==> src/rtl/spi_stat_pkg.sv <==
package spi_stat_pkg;
  localparam int REG_W    = 8;
  localparam int BAUD_W   = 2;
  localparam int RST_SYNC = 2;

  // bit positions of the writable fields
  localparam int POS_EIE = 6;
  localparam int POS_MFE = 2;

  typedef struct packed {
    logic              rx_full;
    logic              err_ie;
    logic              ovr;
    logic              mfault;
    logic              tx_empty;
    logic              mf_en;
    logic [BAUD_W-1:0] baud;
  } stat_t;
endpackage

==> src/rtl/spi_rst_sync.sv <==
module spi_rst_sync #(
  parameter int STAGES = 2
) (
  input  logic clk,
  input  logic rst_n,
  output logic rst_sync_n
);
  logic [STAGES-1:0] sh_q;

  always_ff @(posedge clk or negedge rst_n) begin
    if (!rst_n) sh_q <= '0;
    else        sh_q <= {sh_q[STAGES-2:0], 1'b1};
  end

  assign rst_sync_n = sh_q[STAGES-1];
endmodule

==> src/rtl/spi_rx_flags.sv <==
module spi_rx_flags (
  input  logic clk,
  input  logic rst_n,
  input  logic byte_done,
  input  logic rd_stat,
  input  logic rd_data,
  output logic latch_en,
  output logic rx_full,
  output logic ovr
);
  logic full_q, full_d, ovr_q, ovr_d;
  logic arm_full_q, arm_full_d, arm_ovr_q, arm_ovr_d;
  logic clr_full, clr_ovr, lost;

  always_comb begin
    clr_full = rd_data & arm_full_q;
    clr_ovr  = rd_data & arm_ovr_q;
    latch_en = byte_done & (~full_q | clr_full);
    lost     = byte_done & full_q & ~clr_full;

    full_d = full_q;
    if (clr_full) full_d = 1'b0;
    if (latch_en) full_d = 1'b1;

    ovr_d = ovr_q;
    if (clr_ovr) ovr_d = 1'b0;
    if (lost)    ovr_d = 1'b1;

    arm_full_d = arm_full_q;
    arm_ovr_d  = arm_ovr_q;
    if (rd_data) begin
      arm_full_d = 1'b0;
      arm_ovr_d  = 1'b0;
    end
    if (rd_stat) begin
      arm_full_d = full_q;
      arm_ovr_d  = ovr_q;
    end
  end

  always_ff @(posedge clk or negedge rst_n) begin
    if (!rst_n) begin
      full_q     <= 1'b0;
      ovr_q      <= 1'b0;
      arm_full_q <= 1'b0;
      arm_ovr_q  <= 1'b0;
    end else begin
      full_q     <= full_d;
      ovr_q      <= ovr_d;
      arm_full_q <= arm_full_d;
      arm_ovr_q  <= arm_ovr_d;
    end
  end

  assign rx_full = full_q;
  assign ovr     = ovr_q;
endmodule

==> src/rtl/spi_mode_fault.sv <==
module spi_mode_fault (
  input  logic clk,
  input  logic rst_n,
  input  logic mf_en,
  input  logic is_master,
  input  logic ss_level,
  input  logic xfer_active,
  input  logic rd_stat,
  input  logic wr_ctrl,
  output logic mfault
);
  logic mf_q, mf_d, arm_q, arm_d, detect, clr;

  always_comb begin
    detect = mf_en & (is_master ? ~ss_level : (ss_level & xfer_active));
    clr    = wr_ctrl & arm_q;

    mf_d = mf_q;
    if (clr)    mf_d = 1'b0;
    if (detect) mf_d = 1'b1;

    arm_d = arm_q;
    if (wr_ctrl) arm_d = 1'b0;
    if (rd_stat) arm_d = mf_q;
  end

  always_ff @(posedge clk or negedge rst_n) begin
    if (!rst_n) begin
      mf_q  <= 1'b0;
      arm_q <= 1'b0;
    end else begin
      mf_q  <= mf_d;
      arm_q <= arm_d;
    end
  end

  assign mfault = mf_q;
endmodule

==> src/rtl/spi_cfg_regs.sv <==
module spi_cfg_regs
  import spi_stat_pkg::*;
(
  input  logic              clk,
  input  logic              rst_n,
  input  logic              wr_stat,
  input  logic [REG_W-1:0]  wdata,
  input  logic              wr_data,
  input  logic              tx_load,
  output logic              err_ie,
  output logic              mf_en,
  output logic [BAUD_W-1:0] baud,
  output logic              tx_empty
);
  logic tx_q, tx_d, eie_q, mfe_q;
  logic [BAUD_W-1:0] baud_q;

  always_comb begin
    tx_d = tx_q;
    if (tx_load) tx_d = 1'b1;
    if (wr_data) tx_d = 1'b0;
  end

  always_ff @(posedge clk or negedge rst_n) begin
    if (!rst_n) tx_q <= 1'b1;
    else        tx_q <= tx_d;
  end

  always_ff @(posedge clk or negedge rst_n) begin
    if (!rst_n) begin
      eie_q  <= 1'b0;
      mfe_q  <= 1'b0;
      baud_q <= '0;
    end else if (wr_stat) begin
      eie_q  <= wdata[POS_EIE];
      mfe_q  <= wdata[POS_MFE];
      baud_q <= wdata[BAUD_W-1:0];
    end
  end

  assign tx_empty = tx_q;
  assign err_ie   = eie_q;
  assign mf_en    = mfe_q;
  assign baud     = baud_q;
endmodule

==> src/rtl/spi_stat_unit.sv <==
module spi_stat_unit
  import spi_stat_pkg::*;
(
  input  logic              clk,
  input  logic              rst_n,
  input  logic              byte_done,
  input  logic              tx_load,
  input  logic              ss_level,
  input  logic              is_master,
  input  logic              xfer_active,
  input  logic              rx_ie,
  input  logic              rd_stat,
  input  logic              wr_stat,
  input  logic              rd_data,
  input  logic              wr_data,
  input  logic              wr_ctrl,
  input  logic [REG_W-1:0]  wdata,
  output logic [REG_W-1:0]  stat_rdata,
  output logic [BAUD_W-1:0] baud_sel,
  output logic              rx_latch_en,
  output logic              rx_irq,
  output logic              err_irq
);
  logic rst_core_n;
  stat_t st;

  spi_rst_sync #(.STAGES(RST_SYNC)) u_rst (
    .clk(clk), .rst_n(rst_n), .rst_sync_n(rst_core_n)
  );

  spi_rx_flags u_rx (
    .clk(clk), .rst_n(rst_core_n), .byte_done(byte_done),
    .rd_stat(rd_stat), .rd_data(rd_data), .latch_en(rx_latch_en),
    .rx_full(st.rx_full), .ovr(st.ovr)
  );

  spi_mode_fault u_mf (
    .clk(clk), .rst_n(rst_core_n), .mf_en(st.mf_en),
    .is_master(is_master), .ss_level(ss_level),
    .xfer_active(xfer_active), .rd_stat(rd_stat),
    .wr_ctrl(wr_ctrl), .mfault(st.mfault)
  );

  spi_cfg_regs u_cfg (
    .clk(clk), .rst_n(rst_core_n), .wr_stat(wr_stat), .wdata(wdata),
    .wr_data(wr_data), .tx_load(tx_load), .err_ie(st.err_ie),
    .mf_en(st.mf_en), .baud(st.baud), .tx_empty(st.tx_empty)
  );

  assign stat_rdata = st;
  assign baud_sel   = st.baud;
  assign rx_irq     = st.rx_full & rx_ie;
  assign err_irq    = st.err_ie & (st.ovr | st.mfault);
endmodule

==> config.mk <==
export PLATFORM = sky130hd
export DESIGN_NAME = spi_stat_unit
export DESIGN_NICKNAME = d
export VERILOG_FILES = /design/src/rtl/spi_stat_pkg.sv /design/src/rtl/spi_rst_sync.sv /design/src/rtl/spi_rx_flags.sv /design/src/rtl/spi_mode_fault.sv /design/src/rtl/spi_cfg_regs.sv /design/src/rtl/spi_stat_unit.sv
export SDC_FILE = /design/constraint.sdc
export NUM_CORES = 1
export LEC_CHECK = 0
export BUFFER_PORTS_ARGS = -buffer_cell sky130_fd_sc_hd__buf_2
export CORE_MARGIN = 1.5
export CORE_UTILIZATION = 40
export DETAILED_ROUTE_END_ITERATION = 8
export GPL_ROUTABILITY_DRIVEN = 0
export HOLD_SLACK_MARGIN = 0.06
export PLACE_DENSITY = 0.71
export SLEW_MARGIN = 25
export SYNTH_ARGS = -nofsm -noshare
export SYNTH_HDL_FRONTEND = slang
export SYNTH_SLANG_ARGS = --single-unit
==> constraint.sdc <==
create_clock -name clk -period 1 [get_ports clk]
set_clock_uncertainty 0.2 [all_clocks]
set_input_delay 0.15 -clock clk [delete_from_list [all_inputs] [get_ports clk]]
set_output_delay 0.15 -clock clk [all_outputs]
set_load 0.005 [all_outputs]
==> out/results.env <==
GRT_TOTAL_OVFL=0
CTS_TREE='done'
VIA_COUNT=450
TOT_PWR_mW=1.30
DOMINANTREGCELLSYNTH='sky130_fd_sc_hd__dfrtp_1'
CELLLEAKAGEPOWER_nW=0.437
SETUP_VIOL=18
POST-SYNTH-TOP-COUNT-CELL='sky130_fd_sc_hd__dfrtp_1'
CTS_HOLD_BUFFERS=6
SYNTH.CELL_AREA_UM2=568
FIN_CRIT_SH_PCT=140
START_KIND='register'
LAYOUT-DRIVE-GT1-SHARE_PCT=58.3
TIMING.HOLD.WORST_ENDPOINT='u_rx.rx_full'
POST_SYNTH_MOST_FREQUENT_CELLS='12 x sky130_fd_sc_hd__dfrtp_1, 8 x sky130_fd_sc_hd__buf_4, 4 x sky130_fd_sc_hd__mux2_2'
PORT_BUFFERS=29
FIRST_PASS_GRT_WIRE_LENGTH_MM=1.73
DESIGN.CORE.AREA_MM2=0.00132
VIOLATIONS='negative hold slack, negative setup slack'
PLACE_HPWL_UM=797
END_KIND='output pin'
DETAIL_ROUTE.VIAS_PER_CELL=4.55
YOSYS_WARNINGS=0
SYN_INST=47
WORST_HOLD_PATH.NUM_CELLS=2
CRIT-REG2REG-LAUNCH='u_rx.rx_full'
SYNTH_EDF_COUNT=0
MIN-DELAY-PATH-CLASS='in -> reg'
CRITICAL_PATH.REG2REG.ENDPOINT='u_rx.rx_full'
ANTENNA_CELLS=0
REQUIRED_NS=0.65
SYNTH.TOP_CELLS.BY_AREA='sky130_fd_sc_hd__dfrtp_1 53%, sky130_fd_sc_hd__buf_4 11%, sky130_fd_sc_hd__mux2_2 7.9%'
NUM_IO_PINS=34
FINALCOREUTILIZATION_PCT=64.0
OUTCOME='finished with violations'
FIN_CELLS=99
DP_SLACK_NS=-0.107
SYN-MEAN-INSTANCE-AREA_UM2=12.1
HOLD_PATH.STARTPOINT='byte_done'
HTREE_LEVELS=1
TIMING_MAX_TRANSITION_VIOLATIONS_FINAL=0
INITIAL_CORE_UTIL_PCT=43.1
POWER_DENSITY_mW_PER_MM2=1540
CRIT_PATH_START='u_rx.rx_full'
ROUTED_WIRELENGTH_MM=1.14
DRT-WIRELENGTH-PER-CELL_UM=11.5
TIMING.MAX_CAP.VIOLATIONS=0
NUMBER_OF_GLOBAL_ROUTE_VIAS_BEFORE_REPAIR=407
GRT.TOTAL_USAGE_PCT=17.7
SYNTH_TOP_AREA_SHARE_PCT=52.9
YOSYS_REGISTER_BITS=13
ARRIVAL_NS=1.05
SYNTH_AREA_LEADER_CELL='sky130_fd_sc_hd__dfrtp_1'
ASYNC_RESET_FF_SHARE_PCT=100
CHIPWIDTH_UM=40.7
TOTAL_CLOCK_BUFFERS_CREATED_BY_CTS=3
STANDARD_CELL_ROW_COUNT=13
FINAL_NETS=106
RR_WORST_DEPTH=3
PLACE.DETAILED.INSTANCES=85
CTS_BUFFER_DEPTH=2
MAX_FREQ_MHz=715
YS_SEQ_AREA_SHARE_PCT=57.5
ANTENNA_FOUND_INITIAL=0
CLOCK_TREE.ROOT_CELL='sky130_fd_sc_hd__clkbuf_4'
HOLD-WORST-SLACK_NS=-0.105
DRC=0
ROUTE.ANTENNA.REMAINING_NETS=0
NETLIST-CELL-TYPE-COUNT=19
GRT_SETUP_UNREPAIRED='yes'
DETAIL_ROUTE.FIRST_PASS.ITERATIONS=2
START_TO_END_TYPE_OF_THE_WORST_SETUP_PATH='reg -> out'
INITIALDRTVIOLATIONCOUNT=2
REPORT.FINAL.HOLD_VIOL_COUNT=22
CLK_PIN_SLEW_NS=0.08
SYN_TO_LAYOUT_AREA_DELTA_PCT=48.5
MAPPEDNETLISTNETS=68
FINAL.MIN_CLOCK_PERIOD_NS=1.40
CLKSINKCOUNT=13
CHIPHEIGHT_UM=40.7
DIE_AREA_MM2=0.00166
WORSTPATHMAXFANOUT=4
MAX-VDD-IR-DROP_mV=0.978
GRT_START_MAX_NET_PINS=8
SETUP_WS_NS=-0.398
CLKLATENCYLATEPIN_NS=0.28
RRSETUPSLACK_NS=-0.21
[through the flow]
step	area (µm²)	hold WS, ns	TNS (ns)
global route	843	-0.0973	-4.03
detailed placement	687	-0.263	-0.284
global placement	687	-0.264	-0.265
CTS	825	-0.118	-3.59
finish	843	-0.105	-3.44
floorplan	568	-0.346	-0.0945
[worst max-delay path by stage]
stage / endpoint / slack, ns
2_1_floorplan: u_rx.rx_full / -0.04
3_3_place_gp: rx_latch_en / -0.1
3_5_place_dp: rx_latch_en / -0.11
4_1_cts: rx_latch_en / -0.41
5_1_grt: rx_latch_en / -0.46
6_report: rx_latch_en / -0.40
[placed cells by master, fill, tap and decap left out, drive strengths merged]
cell           n
buf           36
dfrtp         12
mux2           4
clkbuf         4
nor2           3
dlygate4sd3    3
nand2          3
nand2b         2
a22o           2
dlymetal6s4s   2
o21ai          2
a21boi         1
nor2b          1
and2           1
o21a           1
a21bo          1
nand4b         1
nand3b         1
nand3          1
or2            1
dfstp          1
conb           1
[layer usage]
layer / track usage [%] / wire (µm) / part of all wire, % / up-vias
met5: 0 / 0 / 0 / -
met4: 15.0 / 20 / 1.8 / 0
met1: 18.5 / 477 / 42 / 214
met2: 29.0 / 603 / 53 / 10
li1: - / - / - / 223
met3: 4.89 / 40 / 3.5 / 3
[registers in the layout, indices dropped and copies added (netlist names)]
register / cells
u_cfg.baud: 2
u_cfg.err_ie: 1
u_cfg.mf_en: 1
u_cfg.tx_empty: 1
u_mf.arm_q: 1
u_mf.mfault: 1
u_rst.sh_q: 2
u_rx.arm_full_q: 1
u_rx.arm_ovr_q: 1
u_rx.ovr: 1
u_rx.rx_full: 1
[power by group]
group          internal, mW  switching [mW]
combinational         0.214           0.112
sequential            0.592          0.0473
clock                 0.155           0.182
total                 0.961           0.341
[critical path: stages (launching register included)]
cell                       delay [ns]
sky130_fd_sc_hd__dfrtp_1         0.40
sky130_fd_sc_hd__a21boi_2        0.17
sky130_fd_sc_hd__nor2b_1         0.09
sky130_fd_sc_hd__buf_2           0.11
[final cells by class]
cell class,count,area (µm²)
flip-flops and latches,13,327
clock buffers,4,26.3
repair buffers,41,280
multi-input cells,26,191
well taps,15,18.8
fillers,109,474
[cells by family after synthesis]
family	after synthesis	synth area share [%]
AO/OA/AOI/OAI	7	9.91
buffers and inverters	8	10.6
flip-flops	13	57.5
multiplexers	4	7.93
other	1	0.660
AND/OR/NAND/NOR	14	13.4
[repair_timing]
item | CTS | global route
hold endpoints to repair | 23 | 22
gates resized for setup | 4 | 9
endpoints found under the setup margin | 15 | 20
buffers inserted | 5 | 1
pin swaps | 2 | 1
gates cloned | 0 | 0
No activity file was read; power rests on OpenSTA's default activity.
